File: config.mk
export PLATFORM = sky130hd
export DESIGN_NAME = pair_sched
export DESIGN_NICKNAME = d
export VERILOG_FILES = /design/src/rtl/pps_pkg.sv /design/src/rtl/pps_queue.sv /design/src/rtl/pps_pick.sv /design/src/rtl/pps_seq.sv /design/src/rtl/pair_sched.sv
export SDC_FILE = /design/constraint.sdc
export NUM_CORES = 1
export LEC_CHECK = 0
export ABC_AREA = 1
export BUFFER_PORTS_ARGS = -buffer_cell sky130_fd_sc_hd__buf_2
export CAP_MARGIN = 5
export CORE_ASPECT_RATIO = 1.1
export CORE_MARGIN = 5
export CORE_UTILIZATION = 60
export DETAILED_ROUTE_END_ITERATION = 7
export PLACE_DENSITY = 0.82
export SYNTH_ARGS = -nofsm -noshare
export SYNTH_HDL_FRONTEND = slang
export SYNTH_SLANG_ARGS = --single-unit
File: constraint.sdc
create_clock -name clk -period 4.7 [get_ports clk]
set_clock_uncertainty 0.1 [all_clocks]
set_input_delay 0.94 -clock clk [delete_from_list [all_inputs] [get_ports clk]]
set_output_delay 0.94 -clock clk [all_outputs]
set_load 0.02 [all_outputs]
File: src/rtl/pps_pkg.sv
package pps_pkg;
    localparam int BANK_W = 2;
    localparam int PART_W = 2;
    localparam int ID_W   = 4;
    localparam int AGE_W  = 4;

    typedef enum logic [2:0] {
        OP_RD   = 3'd0,
        OP_WR   = 3'd1,
        OP_RDRD = 3'd2,
        OP_RDWR = 3'd3,
        OP_DEC  = 3'd4,
        OP_XFER = 3'd5
    } op_e;

    typedef struct packed {
        logic              vld;
        logic              is_wr;
        logic [BANK_W-1:0] bank;
        logic [PART_W-1:0] part;
        logic [ID_W-1:0]   id;
        logic [AGE_W-1:0]  age;
    } req_t;

    function automatic bit pair_fits(input logic a_wr, input logic b_wr,
                                     input int rd_cost, input int wr_cost, input int budget);
        if (a_wr && b_wr) return 1'b0;
        if (a_wr || b_wr) return (rd_cost + wr_cost) <= budget;
        return (2 * rd_cost) <= budget;
    endfunction
endpackage

File: src/rtl/pps_queue.sv
module pps_queue
    import pps_pkg::*;
#(
    parameter int DEPTH     = 8,
    parameter int AGE_LIMIT = 3
) (
    input  logic              clk,
    input  logic              rst,
    input  logic              in_valid,
    input  logic              in_is_wr,
    input  logic [BANK_W-1:0] in_bank,
    input  logic [PART_W-1:0] in_part,
    input  logic [ID_W-1:0]   in_id,
    output logic              in_ready,
    input  logic              serve,
    input  logic [DEPTH-1:0]  serve_mask,
    output req_t              q [DEPTH]
);
    localparam int IDX_W = (DEPTH > 1) ? $clog2(DEPTH) : 1;
    localparam logic [AGE_W-1:0] AGE_CAP = AGE_W'(AGE_LIMIT);

    req_t             ent [DEPTH];
    logic [DEPTH-1:0] vld_vec;
    logic [IDX_W-1:0] free_idx;
    logic             free_any;

    always_comb begin
        free_any = 1'b0;
        free_idx = '0;
        for (int i = 0; i < DEPTH; i++) begin
            vld_vec[i] = ent[i].vld;
            if (!ent[i].vld && !free_any) begin
                free_any = 1'b1;
                free_idx = IDX_W'(i);
            end
        end
    end

    assign in_ready = free_any;

    always_ff @(posedge clk) begin
        if (rst) begin
            for (int i = 0; i < DEPTH; i++) ent[i] <= '0;
        end else begin
            for (int i = 0; i < DEPTH; i++) begin
                if (serve && ent[i].vld) begin
                    if (serve_mask[i])
                        ent[i].vld <= 1'b0;
                    else if (ent[i].age < AGE_CAP)
                        ent[i].age <= ent[i].age + 1'b1;
                end
            end
            if (in_valid && free_any) begin
                ent[free_idx] <= '{vld: 1'b1, is_wr: in_is_wr, bank: in_bank,
                                   part: in_part, id: in_id, age: '0};
            end
        end
    end

    always_comb for (int i = 0; i < DEPTH; i++) q[i] = ent[i];

    // an accepted request with no departure grows occupancy by one
    a_r2_enq_grows: assert property (@(posedge clk) disable iff (rst)
        (in_valid && in_ready && !serve) |=> ($countones(vld_vec) == $countones($past(vld_vec)) + 1));

    generate
        for (genvar g = 0; g < DEPTH; g++) begin : g_age_chk
            // age saturates at the threshold
            a_r9_age_cap: assert property (@(posedge clk) disable iff (rst)
                ent[g].age <= AGE_CAP);
        end
    endgenerate
endmodule

File: src/rtl/pps_pick.sv
module pps_pick
    import pps_pkg::*;
#(
    parameter int DEPTH     = 8,
    parameter int AGE_LIMIT = 3,
    parameter int RD_COST   = 2,
    parameter int WR_COST   = 5,
    parameter int BUDGET    = 7
) (
    input  req_t                                  q [DEPTH],
    output logic                                  pick_vld,
    output logic                                  pick_dual,
    output logic [((DEPTH > 1) ? $clog2(DEPTH) : 1)-1:0] pick_a,
    output logic [((DEPTH > 1) ? $clog2(DEPTH) : 1)-1:0] pick_b
);
    localparam int IDX_W = (DEPTH > 1) ? $clog2(DEPTH) : 1;
    localparam logic [AGE_W-1:0] AGE_CAP = AGE_W'(AGE_LIMIT);

    function automatic bit legal(input req_t x, input req_t y);
        return x.vld && y.vld && (x.bank == y.bank) && (x.part != y.part)
               && pair_fits(x.is_wr, y.is_wr, RD_COST, WR_COST, BUDGET);
    endfunction

    always_comb begin
        pick_vld  = 1'b0;
        pick_dual = 1'b0;
        pick_a    = '0;
        pick_b    = '0;
        // aged entries first, alone
        for (int i = 0; i < DEPTH; i++) begin
            if (!pick_vld && q[i].vld && q[i].age >= AGE_CAP) begin
                pick_vld = 1'b1;
                pick_a   = IDX_W'(i);
            end
        end
        // then the first legal pair, read placed in slot 0
        for (int i = 0; i < DEPTH; i++) begin
            for (int j = i + 1; j < DEPTH; j++) begin
                if (!pick_vld && legal(q[i], q[j])) begin
                    pick_vld  = 1'b1;
                    pick_dual = 1'b1;
                    if (q[i].is_wr) begin
                        pick_a = IDX_W'(j);
                        pick_b = IDX_W'(i);
                    end else begin
                        pick_a = IDX_W'(i);
                        pick_b = IDX_W'(j);
                    end
                end
            end
        end
        // else lowest valid entry alone
        for (int i = 0; i < DEPTH; i++) begin
            if (!pick_vld && q[i].vld) begin
                pick_vld = 1'b1;
                pick_a   = IDX_W'(i);
            end
        end
    end
endmodule

File: src/rtl/pps_seq.sv
module pps_seq
    import pps_pkg::*;
#(
    parameter int DEPTH   = 8,
    parameter int RD_COST = 2,
    parameter int WR_COST = 5,
    parameter int BUDGET  = 7
) (
    input  logic              clk,
    input  logic              rst,
    input  req_t              q [DEPTH],
    input  logic              pick_vld,
    input  logic              pick_dual,
    input  logic [((DEPTH > 1) ? $clog2(DEPTH) : 1)-1:0] pick_a,
    input  logic [((DEPTH > 1) ? $clog2(DEPTH) : 1)-1:0] pick_b,
    input  logic              cmd_ready,
    output logic              cmd_valid,
    output op_e               cmd_op,
    output logic [BANK_W-1:0] cmd_bank,
    output logic [PART_W-1:0] cmd_part0,
    output logic [ID_W-1:0]   cmd_id0,
    output logic [PART_W-1:0] cmd_part1,
    output logic [ID_W-1:0]   cmd_id1,
    output logic              serve,
    output logic [DEPTH-1:0]  serve_mask
);
    typedef enum logic [1:0] {S_IDLE, S_DEC, S_MAIN, S_XFER} st_e;

    st_e               st;
    op_e               op_l;
    logic [BANK_W-1:0] bank_l;
    logic [PART_W-1:0] p0_l, p1_l;
    logic [ID_W-1:0]   i0_l, i1_l;
    logic              has_rd_l;
    logic [DEPTH-1:0]  mask_l;
    req_t              ra, rb;

    assign ra = q[pick_a];
    assign rb = q[pick_b];

    always_ff @(posedge clk) begin
        if (rst) begin
            st       <= S_IDLE;
            op_l     <= OP_RD;
            bank_l   <= '0;
            p0_l     <= '0;
            p1_l     <= '0;
            i0_l     <= '0;
            i1_l     <= '0;
            has_rd_l <= 1'b0;
            mask_l   <= '0;
        end else begin
            case (st)
                S_IDLE: if (cmd_ready && pick_vld) begin
                    op_l     <= pick_dual ? (rb.is_wr ? OP_RDWR : OP_RDRD)
                                          : (ra.is_wr ? OP_WR : OP_RD);
                    bank_l   <= ra.bank;
                    p0_l     <= ra.part;
                    i0_l     <= ra.id;
                    p1_l     <= pick_dual ? rb.part : '0;
                    i1_l     <= pick_dual ? rb.id : '0;
                    has_rd_l <= !ra.is_wr;
                    mask_l   <= (DEPTH'(1) << pick_a) | (pick_dual ? (DEPTH'(1) << pick_b) : '0);
                    st       <= (pick_dual && rb.is_wr) ? S_DEC : S_MAIN;
                end
                S_DEC:  if (cmd_ready) st <= S_MAIN;
                S_MAIN: if (cmd_ready) st <= has_rd_l ? S_XFER : S_IDLE;
                S_XFER: if (cmd_ready) st <= S_IDLE;
                default: st <= S_IDLE;
            endcase
        end
    end

    always_comb begin
        cmd_valid = (st != S_IDLE);
        cmd_bank  = cmd_valid ? bank_l : '0;
        cmd_part0 = '0;
        cmd_id0   = '0;
        cmd_part1 = '0;
        cmd_id1   = '0;
        case (st)
            S_DEC:   cmd_op = OP_DEC;
            S_XFER:  cmd_op = OP_XFER;
            S_MAIN: begin
                cmd_op    = op_l;
                cmd_part0 = p0_l;
                cmd_id0   = i0_l;
                cmd_part1 = p1_l;
                cmd_id1   = i1_l;
            end
            default: cmd_op = OP_RD;
        endcase
    end

    assign serve      = (st == S_MAIN) && cmd_ready;
    assign serve_mask = mask_l;

    // a stalled command keeps every field
    a_r3_hold: assert property (@(posedge clk) disable iff (rst)
        (cmd_valid && !cmd_ready) |=> (cmd_valid && $stable(cmd_op) && $stable(cmd_bank)
            && $stable(cmd_part0) && $stable(cmd_id0) && $stable(cmd_part1) && $stable(cmd_id1)));
    // decouple is followed by the read-write pair to the same bank
    a_r7_dec_then_pair: assert property (@(posedge clk) disable iff (rst)
        (cmd_valid && cmd_ready && cmd_op == OP_DEC) |=>
            (cmd_valid && cmd_op == OP_RDWR && $stable(cmd_bank)));
    // read-bearing commands are followed by a transfer to the same bank
    a_r8_xfer_follows: assert property (@(posedge clk) disable iff (rst)
        (cmd_valid && cmd_ready && (cmd_op == OP_RD || cmd_op == OP_RDRD || cmd_op == OP_RDWR)) |=>
            (cmd_valid && cmd_op == OP_XFER && $stable(cmd_bank)));
    // paired slots never share a partition
    a_r4_distinct_parts: assert property (@(posedge clk) disable iff (rst)
        (cmd_valid && (cmd_op == OP_RDRD || cmd_op == OP_RDWR)) |-> (cmd_part0 != cmd_part1));
    // read-write pairs only within budget
    a_r6_budget: assert property (@(posedge clk) disable iff (rst)
        (cmd_valid && cmd_op == OP_RDWR) |-> ((RD_COST + WR_COST) <= BUDGET));
endmodule

File: src/rtl/pair_sched.sv
module pair_sched
    import pps_pkg::*;
#(
    parameter int DEPTH     = 8,
    parameter int AGE_LIMIT = 3,
    parameter int RD_COST   = 2,
    parameter int WR_COST   = 5,
    parameter int BUDGET    = 7
) (
    input  logic              clk,
    input  logic              rst,
    input  logic              in_valid,
    output logic              in_ready,
    input  logic              in_is_wr,
    input  logic [BANK_W-1:0] in_bank,
    input  logic [PART_W-1:0] in_part,
    input  logic [ID_W-1:0]   in_id,
    output logic              cmd_valid,
    input  logic              cmd_ready,
    output logic [2:0]        cmd_op,
    output logic [BANK_W-1:0] cmd_bank,
    output logic [PART_W-1:0] cmd_part0,
    output logic [ID_W-1:0]   cmd_id0,
    output logic [PART_W-1:0] cmd_part1,
    output logic [ID_W-1:0]   cmd_id1
);
    localparam int IDX_W = (DEPTH > 1) ? $clog2(DEPTH) : 1;

    req_t             q [DEPTH];
    logic             pick_vld, pick_dual, serve;
    logic [IDX_W-1:0] pick_a, pick_b;
    logic [DEPTH-1:0] serve_mask;
    op_e              op_int;

    pps_queue #(.DEPTH(DEPTH), .AGE_LIMIT(AGE_LIMIT)) u_queue (
        .clk(clk), .rst(rst), .in_valid(in_valid), .in_is_wr(in_is_wr),
        .in_bank(in_bank), .in_part(in_part), .in_id(in_id), .in_ready(in_ready),
        .serve(serve), .serve_mask(serve_mask), .q(q)
    );

    pps_pick #(.DEPTH(DEPTH), .AGE_LIMIT(AGE_LIMIT), .RD_COST(RD_COST),
               .WR_COST(WR_COST), .BUDGET(BUDGET)) u_pick (
        .q(q), .pick_vld(pick_vld), .pick_dual(pick_dual), .pick_a(pick_a), .pick_b(pick_b)
    );

    pps_seq #(.DEPTH(DEPTH), .RD_COST(RD_COST), .WR_COST(WR_COST), .BUDGET(BUDGET)) u_seq (
        .clk(clk), .rst(rst), .q(q), .pick_vld(pick_vld), .pick_dual(pick_dual),
        .pick_a(pick_a), .pick_b(pick_b), .cmd_ready(cmd_ready), .cmd_valid(cmd_valid),
        .cmd_op(op_int), .cmd_bank(cmd_bank), .cmd_part0(cmd_part0), .cmd_id0(cmd_id0),
        .cmd_part1(cmd_part1), .cmd_id1(cmd_id1), .serve(serve), .serve_mask(serve_mask)
    );

    assign cmd_op = op_int;
endmodule

==> summary.md <==
| Metric | Value |
|---|---|
| Outcome | `complete, but fails checks` |
| Failing checks | `negative setup slack` |
| Root buffer cell | `sky130_fd_sc_hd__clkbuf_16` |
| Critical Path End Type | `flip-flop` |
| Adder-cell area share of the yosys netlist | `0.983%` |
| Fraction of final layout cells with drive strength greater than 1 | `23.1%` |
| Number of setup violations in the final report | `24` |
| Worst ir drop on vdd | `338 uV` |
| Clock Path Buffers | `2` |
| Post-detailed-route wirelength per cell | `22.6 um` |
| Remaining design rule violation count | `0` |
| Flip-flop and latch count after synthesis | `139` |
| Antenna violations before repair | `1` |
| Number of antenna-violating nets in the routed design | `0` |
| R2R Setup Slk | `-0.23 ns` |
| Maximum Capacitance Violations | `0` |
| Aggregate global routing overflow | `0` |
| Power per unit of standard cell area | `271 nW/um^2` |
| Final min period | `4.93 ns` |
| Inserted Clock Buffers | `17` |
| Starting Density | `60.5%` |
| Final standard cell area without fillers | `12,800 um^2` |
| Cell at the slowest stage of the critical path | `sky130_fd_sc_hd__dfxtp_4` |
| Share of synthesized cell area in and, or, nand and nor gates | `36.5%` |
| Xor/xnor share of the synthesized area | `1.98%` |
| Largest net degree at the start of global routing | `42` |
| Final Worst Setup Slack | `-0.232 ns` |
| Area of the mapped netlist | `10,200 um^2` |
| Min-Delay Path Class | `reg2reg` |
| Final wirelength | `42.9 mm` |
| Most common cell after layout, fill and taps aside | `sky130_fd_sc_hd__nand2_1` |
| RePlAce Congestion | `1.09` |
| Overall die area | `19,700 um^2` |
| Filler Cell Count | `1,185` |
| Number of distinct library cells after synthesis | `61` |
| Largest family of logic cells by synthesized area | `simple AND/OR/NAND/NOR gates` |
| Setup slack after placement | `-0.0297 ns` |
| Slew headroom | `29.7%` |
| Placement Rows | `50` |
| Yosys warnings | `0` |
| Number of flops mapped to enable cells by yosys | `72` |
| WS Path Type | `reg2reg` |
| Vias in the first global route | `11,136` |
| Share of flip-flops with an asynchronous set or reset after synthesis | `0%` |
| Number of pins exceeding their max-slew limit in the final report | `0` |
| Share of synthesized area spent on multiplexers | `0.197%` |
| Setup repair after global routing missed its margin | `yes` |
| Buffers on Ports | `31` |
| Number of violations reported at the end of detailed-routing iteration 0 | `2,194` |
| Part of the Yosys area used for sequential elements | `34.4%` |
| Global-route wire length before repair | `60.9 mm` |
| CP Data Arrival Time | `5.20 ns` |
| Critical path's most frequent cell | `sky130_fd_sc_hd__nor2_4` |
| Vias | `12,344` |
| Transition time at the pin with the least slew margin | `1.04 ns` |
| Number of failing hold endpoints at the final stage | `0` |
| Detail-routed via count per cell | `6.49` |
| Commonest cells after routing, fill and taps aside | `sky130_fd_sc_hd__nand2_1 (398), sky130_fd_sc_hd__nor2_1 (202), sky130_fd_sc_hd__inv_1 (186)` |
| Number of top-level design ports | `32` |
| DP Wirelength | `29.6 mm` |
| Maximum clock frequency | `203 MHz` |
| Static leakage | `6.06 nW` |
| Critical-path maximum fanout | `6` |
| Area fraction in compound gates after synthesis | `14.7%` |
| Post-Synthesis Mean Instance Area | `6.62 um^2` |
| Data required time at the worst endpoint | `4.97 ns` |
| Detailed-router iteration count before antenna repair | `7` |
| All-layer global routing usage | `39.9%` |
| Period utilisation layout | `105%` |
| Largest stage delay on the critical path | `0.36 ns` |
| Total core area | `16,800 um^2` |
| Insertion delay to the later sink of the worst-skew pair | `0.44 ns` |
| Clock Sinks | `139` |
| NumNets Final | `1,703` |
| Register clock-pin slew on the reported worst setup and hold paths | `0.07 ns` |
| Depth of the CTS H-tree | `4` |
| Inserted Diodes | `0` |
| Worst hold slack across all endpoints | `0.329 ns` |
| Crit start category | `flip-flop` |
| Clock tree from TritonCTS | `done` |
| Top FF cell, synth | `sky130_fd_sc_hd__edfxtp_1` |
| Placement Cell Area | `11,300 um^2` |
| Net count after synthesis | `1,561` |
| Growth of design area from synthesis to finish | `26.1%` |
| Floorplan die width | `134 um` |
| Synthesized instance count | `1,540` |
| Overall die height | `147 um` |
per-layer routing:
metal / GRT usage [%] / share of wire (%) / vias to the layer above
met2: 63.4 / 44 / 1093
met1: 51.1 / 35 / 5534
met3: 8.61 / 13 / 341
met5: 0 / 0.014 / -
li1: - / - / 5374
met4: 20.9 / 7.9 / 2
critical path, delay by kind of cell, from the launching register on:
kind                       cells  cell delay [ns]
adders and majority gates      1             0.16
buffers and inverters          3             0.37
AOI/OAI and AO/OA              2             0.22
and+or+nand+nor               30             3.63
DFF                            1             0.36
what timing repair did:
item                                   in CTS  in global routing
endpoints found under the hold margin       0                  0
pin swaps                                   3                 68
buffers inserted                            1                 27
gates resized for setup                     5                164
hold buffers                                0                  0
setup endpoints to repair                   8                 27
gates cloned                                0                  9
stage by stage:
step	util (%)	TNS (ns)	power, mW	std cells
after floorplan	-	0	1.75	1540
after global placement	67.1	0	1.95	1836
after detailed placement	67.1	-0.0624	1.96	1836
after CTS	70.7	-0.0877	3.31	1869
after global routing	76.3	-10.53	3.55	1903
final	76.3	-2.63	3.48	1903
final timing paths:
path                                        from  cells past startpoint                             end
setup / recovery  u_queue.ent[0][0]$_SDFFE_PP0P_                     36      u_seq.p0_l[0]$_SDFFE_PP0P_
hold / removal    u_queue.ent[6][2]$_SDFFE_PP0P_                      2  u_queue.ent[6][2]$_SDFFE_PP0P_
setup reg to reg  u_queue.ent[0][0]$_SDFFE_PP0P_                     36      u_seq.p0_l[0]$_SDFFE_PP0P_
hold reg to reg   u_queue.ent[6][2]$_SDFFE_PP0P_                      2  u_queue.ent[6][2]$_SDFFE_PP0P_
cell families (layout without fill, tap and decap cells):
kind of cell / after synthesis / in the layout
XOR/XNOR: 23 / 23
AO/OA/AOI/OAI: 234 / 234
AND/OR/NAND/NOR: 850 / 853
flip-flops: 139 / 139
multiplexers: 2 / 2
buffers and inverters: 284 / 436
adder cells (fa/ha/maj): 8 / 8
power breakdown:
| group | total, mW | internal, mW | switching, mW | leakage, nW |
|---|---|---|---|---|
| registers | 1.41 | 1.34 | 0.0732 | 1.28 |
| logic | 0.687 | 0.251 | 0.436 | 4.49 |
| clock network | 1.39 | 0.739 | 0.647 | 0.286 |
| total | 3.48 | 2.32 | 1.16 | 6.06 |
registers in the layout, summed over array words and instances, names as in the netlist:
signal            count
u_seq.i1_l            4
u_seq.p0_l            2
u_seq.serve_mask      8
u_seq.p1_l            2
u_queue.ent         112
u_seq.has_rd_l        1
u_seq.st              2
u_seq.bank_l          2
u_seq.op_l            2
u_seq.i0_l            4
cells in the mapped netlist (2+ instances only):
cell type                   instances  share of area, %
sky130_fd_sc_hd__a211oi_1           5              0.37
sky130_fd_sc_hd__a21oi_1           56               2.8
sky130_fd_sc_hd__a221oi_1          11              0.95
sky130_fd_sc_hd__a221oi_2           2              0.29
sky130_fd_sc_hd__a22oi_1           20               1.5
sky130_fd_sc_hd__a31oi_1            5              0.31
sky130_fd_sc_hd__a41oi_1            2              0.17
sky130_fd_sc_hd__and2_1             4              0.25
sky130_fd_sc_hd__buf_2             32               1.6
sky130_fd_sc_hd__buf_6              2              0.22
sky130_fd_sc_hd__clkbuf_1          42               1.5
sky130_fd_sc_hd__clkinv_1           4              0.15
sky130_fd_sc_hd__dfxtp_1           67                13
sky130_fd_sc_hd__edfxtp_1          72                21
sky130_fd_sc_hd__ha_1               8              0.98
sky130_fd_sc_hd__inv_1            190               7.0
sky130_fd_sc_hd__inv_2             10              0.37
sky130_fd_sc_hd__mux2i_1            2              0.20
sky130_fd_sc_hd__nand2_1          436                16
sky130_fd_sc_hd__nand2_2            6              0.37
sky130_fd_sc_hd__nand2_4            3              0.33
sky130_fd_sc_hd__nand3_1           79               3.9
sky130_fd_sc_hd__nand3b_1           3              0.22
sky130_fd_sc_hd__nand4_1           34               2.1
sky130_fd_sc_hd__nand4_2            4              0.49
sky130_fd_sc_hd__nand4_4            4              0.84
sky130_fd_sc_hd__nor2_1           216               8.0
sky130_fd_sc_hd__nor2_2            11              0.68
sky130_fd_sc_hd__nor2_4             5              0.55
sky130_fd_sc_hd__nor3_1            19              0.93
sky130_fd_sc_hd__nor3_2             2              0.20
sky130_fd_sc_hd__nor4_1            17               1.0
sky130_fd_sc_hd__o2111ai_1          9              0.77
sky130_fd_sc_hd__o211ai_1          14               1.0
sky130_fd_sc_hd__o21ai_0           30               1.5
sky130_fd_sc_hd__o21ai_1           27               1.3
sky130_fd_sc_hd__o221ai_1           7              0.60
sky130_fd_sc_hd__o22ai_1           29               1.8
sky130_fd_sc_hd__o31ai_1            6              0.44
sky130_fd_sc_hd__o41ai_1            2              0.17
sky130_fd_sc_hd__or2_2              2              0.12
sky130_fd_sc_hd__xnor2_1           14               1.2
sky130_fd_sc_hd__xor2_1             9              0.77
final cells by class:
class | count | area, um^2 | share of cell area [%]
well taps | 208 | 260 | 2.03
repair buffers | 200 | 1610 | 12.6
clock buffers | 18 | 450 | 3.51
flip-flops and latches | 139 | 3510 | 27.3
inverters | 204 | 783 | 6.10
multi-input cells | 1120 | 6080 | 47.4
clock inverters | 14 | 140 | 1.09
Power figures use the tool's default switching activity.
